<file path="src/rtl/dram_ref_pkg.sv">
// Shared types for the DRAM init/refresh scheduler.
package dram_ref_pkg;
    // Kind of strobe cycle the engine performs
    typedef enum logic [1:0] {
        K_CBR    = 2'd0,
        K_RONLY  = 2'd1,
        K_HIDDEN = 2'd2
    } ref_kind_e;

    // Phase of one strobe cycle
    typedef enum logic [1:0] {
        PH_IDLE  = 2'd0,
        PH_SETUP = 2'd1,
        PH_ACT   = 2'd2,
        PH_PRE   = 2'd3
    } phase_e;

    // Top-level initialization state
    typedef enum logic [1:0] {
        ST_PAUSE = 2'd0,
        ST_WARM  = 2'd1,
        ST_RUN   = 2'd2
    } init_st_e;
endpackage

</file>
<file path="src/rtl/ref_strobe_engine.sv">
// Strobe engine: runs one refresh/warm-up strobe cycle per start pulse.
// Kinds:
//   column-before-row = SETUP(CSR) -> ACT(RAS_LOW) -> PRE(PRECH)
//   row-only          = ACT -> PRE, with the row counter advancing at the end
//   hidden            = SETUP(PRECH, column low) -> ACT -> PRE
// Assumes start is pulsed only while busy is 0, CSR >= 1 and CHR <= RAS_LOW.
module ref_strobe_engine
    import dram_ref_pkg::*;
#(
    parameter int ROW_W   = 10,
    parameter int RAS_LOW = 6,
    parameter int PRECH   = 5,
    parameter int CSR     = 1,
    parameter int CHR     = 2
) (
    input  logic             clk,
    input  logic             rst_n,
    input  logic             start,
    input  ref_kind_e        kind,
    output logic             busy,
    output logic             done,
    output logic             ras_n,
    output logic             cas_n,
    output logic [ROW_W-1:0] row
);
    localparam int M1 = (CSR > RAS_LOW) ? CSR : RAS_LOW;
    localparam int M2 = (M1 > PRECH) ? M1 : PRECH;
    localparam int CW = $clog2(M2 + 1);
    localparam logic [CW-1:0] ACT_LAST = CW'(RAS_LOW - 1);
    localparam logic [CW-1:0] PRE_LAST = CW'(PRECH - 1);
    localparam logic [CW-1:0] CBR_SET  = CW'(CSR - 1);
    localparam logic [CW-1:0] HID_SET  = CW'(PRECH - 1);
    localparam logic [CW-1:0] CHR_LIM  = CW'(CHR);

    phase_e           phase;
    logic [CW-1:0]    cnt;
    ref_kind_e        kind_q;
    logic [ROW_W-1:0] row_q;
    logic [CW-1:0]    setup_last;

    // Length of the setup phase depends on the latched kind
    always_comb setup_last = (kind_q == K_HIDDEN) ? HID_SET : CBR_SET;

    // Phase sequencer and row counter
    always_ff @(posedge clk) begin
        if (!rst_n) begin
            phase  <= PH_IDLE;
            cnt    <= '0;
            kind_q <= K_CBR;
            row_q  <= '0;
        end else begin
            case (phase)
                PH_IDLE: if (start) begin
                    kind_q <= kind;
                    cnt    <= '0;
                    phase  <= (kind == K_RONLY) ? PH_ACT : PH_SETUP;
                end
                PH_SETUP: if (cnt == setup_last) begin
                    cnt   <= '0;
                    phase <= PH_ACT;
                end else begin
                    cnt <= cnt + 1'b1;
                end
                PH_ACT: if (cnt == ACT_LAST) begin
                    cnt   <= '0;
                    phase <= PH_PRE;
                end else begin
                    cnt <= cnt + 1'b1;
                end
                default: if (cnt == PRE_LAST) begin
                    cnt   <= '0;
                    phase <= PH_IDLE;
                    if (kind_q == K_RONLY) row_q <= row_q + 1'b1;
                end else begin
                    cnt <= cnt + 1'b1;
                end
            endcase
        end
    end

    // Strobe decode from phase and kind
    always_comb begin
        busy  = (phase != PH_IDLE);
        done  = (phase == PH_PRE) && (cnt == PRE_LAST);
        ras_n = (phase != PH_ACT);
        case (kind_q)
            K_CBR:    cas_n = !((phase == PH_SETUP) || ((phase == PH_ACT) && (cnt < CHR_LIM)));
            K_HIDDEN: cas_n = !((phase == PH_SETUP) || (phase == PH_ACT));
            default:  cas_n = 1'b1;
        endcase
        row = row_q;
    end

    // Column strobe must already be low when the row strobe falls in column-before-row refresh
    assert_cbr_setup_R7: assert property (@(posedge clk) disable iff (!rst_n)
        ($fell(ras_n) && kind_q == K_CBR) |-> !cas_n);

    // Row counter advances by one after each row-only cycle
    assert_row_step_R8: assert property (@(posedge clk) disable iff (!rst_n)
        (done && kind_q == K_RONLY) |=> (row == $past(row) + 1'b1));

    // Row strobe is never dropped while the engine is idle
    assert_ras_owned_R12: assert property (@(posedge clk) disable iff (!rst_n)
        !ras_n |-> busy);

    generate
        if (RAS_LOW > 1) begin : g_act_min
            // A row strobe fall is followed by at least one further low cycle
            assert_act_min_R7: assert property (@(posedge clk) disable iff (!rst_n)
                $fell(ras_n) |=> !ras_n);
        end
    endgenerate
endmodule

</file>
<file path="src/rtl/ref_interval_timer.sv">
// Interval timer and owed-refresh accounting.
// Ticks every REF_INTERVAL enabled cycles; owed saturates at MAX_OWED.
// A tick at saturation with no concurrent serve sets a sticky error.
// Assumes serve is asserted only while owed is nonzero.
module ref_interval_timer #(
    parameter int REF_INTERVAL = 1600,
    parameter int MAX_OWED     = 8,
    localparam int OW = $clog2(MAX_OWED + 1),
    localparam int TW = $clog2(REF_INTERVAL + 1)
) (
    input  logic          clk,
    input  logic          rst_n,
    input  logic          enable,
    input  logic          serve,
    output logic [OW-1:0] owed,
    output logic          err
);
    localparam logic [TW-1:0] T_LAST = TW'(REF_INTERVAL - 1);
    localparam logic [OW-1:0] O_MAX  = OW'(MAX_OWED);

    logic [TW-1:0] tcnt;
    logic          tick;

    // Tick when the enabled counter wraps
    always_comb tick = enable && (tcnt == T_LAST);

    // Interval counter, held at zero while disabled
    always_ff @(posedge clk) begin
        if (!rst_n || !enable) tcnt <= '0;
        else if (tick)         tcnt <= '0;
        else                   tcnt <= tcnt + 1'b1;
    end

    // Owed count and sticky deadline flag
    always_ff @(posedge clk) begin
        if (!rst_n) begin
            owed <= '0;
            err  <= 1'b0;
        end else begin
            case ({tick, serve})
                2'b10:   if (owed != O_MAX) owed <= owed + 1'b1;
                2'b01:   owed <= owed - 1'b1;
                default: owed <= owed;
            endcase
            if (tick && !serve && owed == O_MAX) err <= 1'b1;
        end
    end

    // The owed count never exceeds its ceiling
    assert_owed_bound_R5: assert property (@(posedge clk) disable iff (!rst_n)
        owed <= O_MAX);

    // Once raised, the deadline flag holds until reset
    assert_err_sticky_R10: assert property (@(posedge clk) disable iff (!rst_n)
        err |=> err);

    // A serve never comes with nothing owed
    assert_serve_owed_R6: assert property (@(posedge clk) disable iff (!rst_n)
        serve |-> (owed != '0));
endmodule

</file>
<file path="src/rtl/ref_idle_monitor.sv">
// Watches the device row strobe; pulses expire after IDLE_LIMIT+1 consecutive inactive cycles while enabled.
// Assumes strobe_active reflects every row-strobe low cycle at the device.
module ref_idle_monitor #(
    parameter int IDLE_LIMIT = 1640000,
    localparam int IW = $clog2(IDLE_LIMIT + 2)
) (
    input  logic clk,
    input  logic rst_n,
    input  logic enable,
    input  logic strobe_active,
    output logic expire
);
    localparam logic [IW-1:0] I_LIM = IW'(IDLE_LIMIT);

    logic [IW-1:0] icnt;

    // Expiry when the inactive run has reached the limit and continues
    always_comb expire = enable && !strobe_active && (icnt == I_LIM);

    // Inactive-cycle counter, cleared by activity, disable or expiry
    always_ff @(posedge clk) begin
        if (!rst_n || !enable || strobe_active || expire) icnt <= '0;
        else                                              icnt <= icnt + 1'b1;
    end

    // Expiry is only reported while monitoring
    assert_expire_en_R11: assert property (@(posedge clk) disable iff (!rst_n)
        expire |-> enable);
endmodule

</file>
<file path="src/rtl/dram_refresh_sched.sv">
// DRAM initialization and refresh scheduler (top).
// Sequence: pause -> WARMUP strobe cycles -> run. In run, owed refreshes are requested and,
// once granted, driven as strobe cycles. Long row-strobe inactivity re-enters warm-up.
// Assumes the access sequencer grants only while ref_req is high and merges this
// block's strobes with its own while ref_own is high.
module dram_refresh_sched
    import dram_ref_pkg::*;
#(
    parameter int INIT_PAUSE   = 50000,
    parameter int WARMUP       = 8,
    parameter int REF_INTERVAL = 1600,
    parameter int MAX_OWED     = 8,
    parameter int IDLE_LIMIT   = 1640000,
    parameter int RAS_LOW      = 6,
    parameter int PRECH        = 5,
    parameter int CSR          = 1,
    parameter int CHR          = 2,
    parameter int ROW_W        = 10,
    localparam int OW = $clog2(MAX_OWED + 1)
) (
    input  logic             clk,
    input  logic             rst_n,
    input  logic [1:0]       ref_mode,
    input  logic             acc_ras_active,
    input  logic             ref_grant,
    output logic             ref_req,
    output logic             ready_for_access,
    output logic             ref_own,
    output logic             ref_ras_n,
    output logic             ref_cas_n,
    output logic [ROW_W-1:0] ref_row,
    output logic [OW-1:0]    ref_owed,
    output logic             deadline_err
);
    localparam int PW = $clog2(INIT_PAUSE + 1);
    localparam int WW = $clog2(WARMUP + 1);
    localparam logic [PW-1:0] P_LAST = PW'(INIT_PAUSE - 1);
    localparam logic [WW-1:0] W_NUM  = WW'(WARMUP);

    init_st_e      st;
    logic [PW-1:0] pcnt;
    logic [WW-1:0] warm_left;
    ref_kind_e     mode_kind;
    ref_kind_e     eng_kind;
    logic          warm_start;
    logic          grant_take;
    logic          eng_start;
    logic          eng_busy;
    logic          eng_done;
    logic          eng_ras_n;
    logic          idle_expire;

    // Decode the selected refresh style
    always_comb begin
        case (ref_mode)
            2'd1:    mode_kind = K_RONLY;
            2'd2:    mode_kind = K_HIDDEN;
            default: mode_kind = K_CBR;
        endcase
    end

    // Start selection: warm-up cycles or granted refreshes
    always_comb begin
        ready_for_access = (st == ST_RUN);
        warm_start       = (st == ST_WARM) && (warm_left != '0) && !eng_busy;
        ref_req          = ready_for_access && (ref_owed != '0) && !eng_busy;
        grant_take       = ref_req && ref_grant;
        eng_start        = warm_start || grant_take;
        if (warm_start) eng_kind = (mode_kind == K_CBR) ? K_CBR : K_RONLY;
        else            eng_kind = mode_kind;
        ref_own   = eng_busy;
        ref_ras_n = eng_ras_n;
    end

    // Initialization state machine
    always_ff @(posedge clk) begin
        if (!rst_n) begin
            st        <= ST_PAUSE;
            pcnt      <= '0;
            warm_left <= W_NUM;
        end else begin
            case (st)
                ST_PAUSE: if (pcnt == P_LAST) st <= ST_WARM;
                          else                pcnt <= pcnt + 1'b1;
                ST_WARM: begin
                    if (warm_start) warm_left <= warm_left - 1'b1;
                    else if (warm_left == '0 && !eng_busy) st <= ST_RUN;
                end
                default: if (idle_expire) begin
                    st        <= ST_WARM;
                    warm_left <= W_NUM;
                end
            endcase
        end
    end

    ref_strobe_engine #(
        .ROW_W(ROW_W), .RAS_LOW(RAS_LOW), .PRECH(PRECH), .CSR(CSR), .CHR(CHR)
    ) u_engine (
        .clk(clk), .rst_n(rst_n), .start(eng_start), .kind(eng_kind),
        .busy(eng_busy), .done(eng_done), .ras_n(eng_ras_n),
        .cas_n(ref_cas_n), .row(ref_row)
    );

    ref_interval_timer #(
        .REF_INTERVAL(REF_INTERVAL), .MAX_OWED(MAX_OWED)
    ) u_timer (
        .clk(clk), .rst_n(rst_n), .enable(ready_for_access), .serve(grant_take),
        .owed(ref_owed), .err(deadline_err)
    );

    ref_idle_monitor #(
        .IDLE_LIMIT(IDLE_LIMIT)
    ) u_idle (
        .clk(clk), .rst_n(rst_n), .enable(ready_for_access),
        .strobe_active(acc_ras_active || !eng_ras_n), .expire(idle_expire)
    );

    // No request is raised before initialization is complete
    assert_req_ready_R3: assert property (@(posedge clk) disable iff (!rst_n)
        ref_req |-> ready_for_access);

    // A taken grant puts the block in charge of the strobes next cycle
    assert_grant_own_R6: assert property (@(posedge clk) disable iff (!rst_n)
        (ref_req && ref_grant) |=> ref_own);

    // Readiness only rises with the strobes free
    assert_ready_free_R3: assert property (@(posedge clk) disable iff (!rst_n)
        $rose(ready_for_access) |-> !ref_own);

    // A cycle completion is only reported while owning the strobes
    assert_done_owned_R12: assert property (@(posedge clk) disable iff (!rst_n)
        eng_done |-> ref_own);
endmodule

</file>
<file path="config.mk">
export PLATFORM = sky130hd
export DESIGN_NAME = dram_refresh_sched
export DESIGN_NICKNAME = d
export VERILOG_FILES = /design/src/rtl/dram_ref_pkg.sv /design/src/rtl/ref_strobe_engine.sv /design/src/rtl/ref_interval_timer.sv /design/src/rtl/ref_idle_monitor.sv /design/src/rtl/dram_refresh_sched.sv
export SDC_FILE = /design/constraint.sdc
export NUM_CORES = 1
export LEC_CHECK = 0
export BUFFER_PORTS_ARGS = -buffer_cell sky130_fd_sc_hd__buf_2
export CAP_MARGIN = 10
export CORE_MARGIN = 2
export CORE_UTILIZATION = 61
export CTS_CLUSTER_DIAMETER = 30
export CTS_CLUSTER_SIZE = 14
export DETAILED_ROUTE_END_ITERATION = 8
export PLACE_DENSITY = 0.89
export REMOVE_ABC_BUFFERS = 1
export SKIP_LAST_GASP = 1
export SYNTH_ARGS = -nofsm -noshare
export SYNTH_HDL_FRONTEND = slang
export SYNTH_HIERARCHICAL = 1
export SYNTH_SLANG_ARGS = --single-unit
</file>
<file path="constraint.sdc">
create_clock -name clk -period 2.9 [get_ports clk]
set_input_delay 0.145 -clock clk [delete_from_list [all_inputs] [get_ports clk]]
set_output_delay 0.145 -clock clk [all_outputs]
set_load 0.005 [all_outputs]
</file>
==> out/metrics.cfg <==
[critical_path]
path_class = flop to flop
crit_chain = inv_1 > ha_2 > inv_1 > nor3b_2 > nand2_1 > inv_1 > nand2b_1 > inv_1 > ha_1 > a21oi_1 > a211o_1 > mux2i_1 > mux2i_1
rr_startpoint = u_engine/phase[0]
timing.rr.end = u_timer/owed[3]
reg2regPathDepth = 13
worstSetupStartpointType = flop
r2r_slack_ns = 0.24
cpMostUsedCell = inv_1
crit_slowest_cell = dfxtp_1
cp.required_ns = 3.18
end_kind = flop
slowest_delay_ns = 0.42
crit_arrival_ns = 2.94
crit_fanout = 6

[final_layout]
fillers = 484
nets = 521
drive_above_1_share_pct = 13.2
antennaDiodeCount = 0
synthToLayoutAreaGrowth_pct = 9.91

[clocking]
clk_path_buf_depth = 2
htree_levels = 3
cts_made_buffers = 9
clock_sinks = 76
clk_pin_slew_ns = 0.08
tritoncts = yes
insertion_delay_ns = 0.35
cts_hold_buf = 0
root_buffer = clkbuf_8

[floorplanning]
coreArea_um2 = 6420
die_width_um = 86.0
start_util_pct = 63.9
num_rows = 29
dieArea_um2 = 7400
die_h_um = 86.0
io_pins = 26

[timing]
fmax_ghz = 0.376
finalMaxSlewViolations = 0
worstMarginPinSlew_ns = 0.706
relSlewSlack_pct = 52.9
worst_slack_ns = 0.244
setup_violations = 0
hold_viol = 0
finalSetupTns_ns = 0
worst_clock_skew_ns = 0.00656
min_period_ns = 2.66
finalCritPeriodShare_pct = 91.6
rsz0062_at_grt = no

[placement]
port_buffers = 25
gp_congestion = 0.894
place_worst_setup_slack_ns = 0.234
dp_hpwl_um = 5940

[global_routing]
grt_pass1_vias = 3379
grt_overflow_total = 0
grt_max_degree = 32
track_usage_pct = 24.3
antenna_found_initial = 0
grt_pass1_wl_um = 14700

[pwr]
power.leakage_uw = 0.00164
switching_share_pct = 27.0
power_switching_uw = 665
seqPwrFrac_pct = 44.8
combPwrFrac_pct = 15.8
peakVddDrop_mv = 0.233
power_per_cell_area_nw_per_um2 = 545
clkPwrFrac_pct = 39.4
p_int_uw = 1800

[flow_run]
drv_cap = 0

[route]
dr.pass1.iters = 4
vias = 3401
totalWireLength_um = 8500
via_per_inst = 5.88
drtAntennaViolNets = 0
wire_per_inst_um = 14.7
drt_iter0_drc = 145
drc_errors = 0

[min_path]
whs_path_depth = 3
hold_class = primary input to flop
hold_start = rst_n
hold_end = warm_left[3]

[synth]
avgSynthCellArea_um2 = 8.73
syn_inst = 470
syn-cell-area_um2 = 4110
yosys_warnings = 6

[outcome]
status = completed

per-stage QoR:
| stage | hold WS (ns) | area [um2] | total power, uW | utilization [%] | std cells |
|---|---|---|---|---|---|
| floorplan | 0.225 | 4020 | 1390 | - | 457 |
| detailed placement | 0.456 | 4270 | 1490 | 66.4 | 562 |
| global placement | 0.439 | 4270 | 1480 | 66.4 | 562 |
| CTS | 0.252 | 4500 | 2460 | 70.1 | 578 |
| global route | 0.278 | 4510 | 2570 | 70.3 | 578 |
| finish | 0.264 | 4510 | 2460 | 70.3 | 578 |
critical path: cells and delay by family (launching register included):
kind / cells / cell delay (ns)
mux: 2 / 0.40
buf+inv: 4 / 0.49
compound gates: 2 / 0.40
simple gates: 3 / 0.32
fa+ha+maj: 2 / 0.57
flops: 1 / 0.42
power groups by stage:
stage	clock network (uW)	logic (uW)	registers (uW)
2_1_floorplan	0	275	1120
3_3_place_gp	0	355	1120
3_5_place_dp	0	369	1120
4_1_cts	982	373	1100
5_1_grt	1030	436	1100
6_report	969	390	1100
layout by cell type, fill, tap and decap left out, types with 5 or more instances in the layout:
master    count
nand4_1      18
mux2i_1      15
inv_1        28
nor3_1        6
ha_1         17
nor4_1        9
o21ai_0      12
a21oi_1      23
nand3_1      22
xnor2_1      14
nor4b_1       6
dfxtp_1      76
xor2_1       24
and4_1        5
or3_1         6
nand2b_1     14
nor2_1       50
and3_1        7
buf_2        25
o31ai_1      10
clkbuf_8      9
nand2_1      38
or4_1         7
routing by layer:
layer / share of wire [%] / vias up / global-route usage, %
met5: 0 / - / 0
met4: 2.1 / 0 / 9.81
met3: 3.4 / 18 / 6.16
met2: 50 / 84 / 41.2
met1: 45 / 1586 / 29.4
li1: - / 1713 / -
final cells by class:
| type | count | area, um2 | area share [%] |
|---|---|---|---|
| Inverter | 28 | 105 | 2.33 |
| Clock buffer | 10 | 128 | 2.83 |
| Timing Repair Buffer | 28 | 148 | 3.27 |
| Multi-Input combinational cell | 353 | 2400 | 53.2 |
| Clock inverter | 6 | 111 | 2.47 |
| Sequential cell | 76 | 1520 | 33.7 |
| Tap cell | 77 | 96.3 | 2.14 |
repair_timing:
item | in CTS | in global routing
buffers inserted | 0 | 0
gates resized for setup | 0 | 2
endpoints found under the setup margin | 0 | 1
state kept, by name (all words and copies together) (netlist names), 2 cells and up:
register and flops:
u_idle/icnt 21, u_engine/cnt 3, u_engine/kind_q 2, warm_left 4
st 2, u_timer/owed 4, pcnt 16, u_timer/tcnt 11
u_engine/phase 2, u_engine/row 10
how the worst max path moves through the flow:
stage	start	end	slack [ns]
final	u_engine/phase[0]	u_timer/owed[3]	0.24
after global routing	u_engine/phase[1]	u_timer/owed[3]	0.009
after CTS	u_engine/phase[1]	u_timer/owed[3]	0.19
after detailed placement	u_engine/phase[1]	u_timer/owed[3]	0.23
after global placement	u_engine/phase[1]	u_timer/owed[3]	0.50
after floorplan	u_timer/tcnt[0]	u_timer/owed[3]	0.47
(Power assumes the default switching activity.)
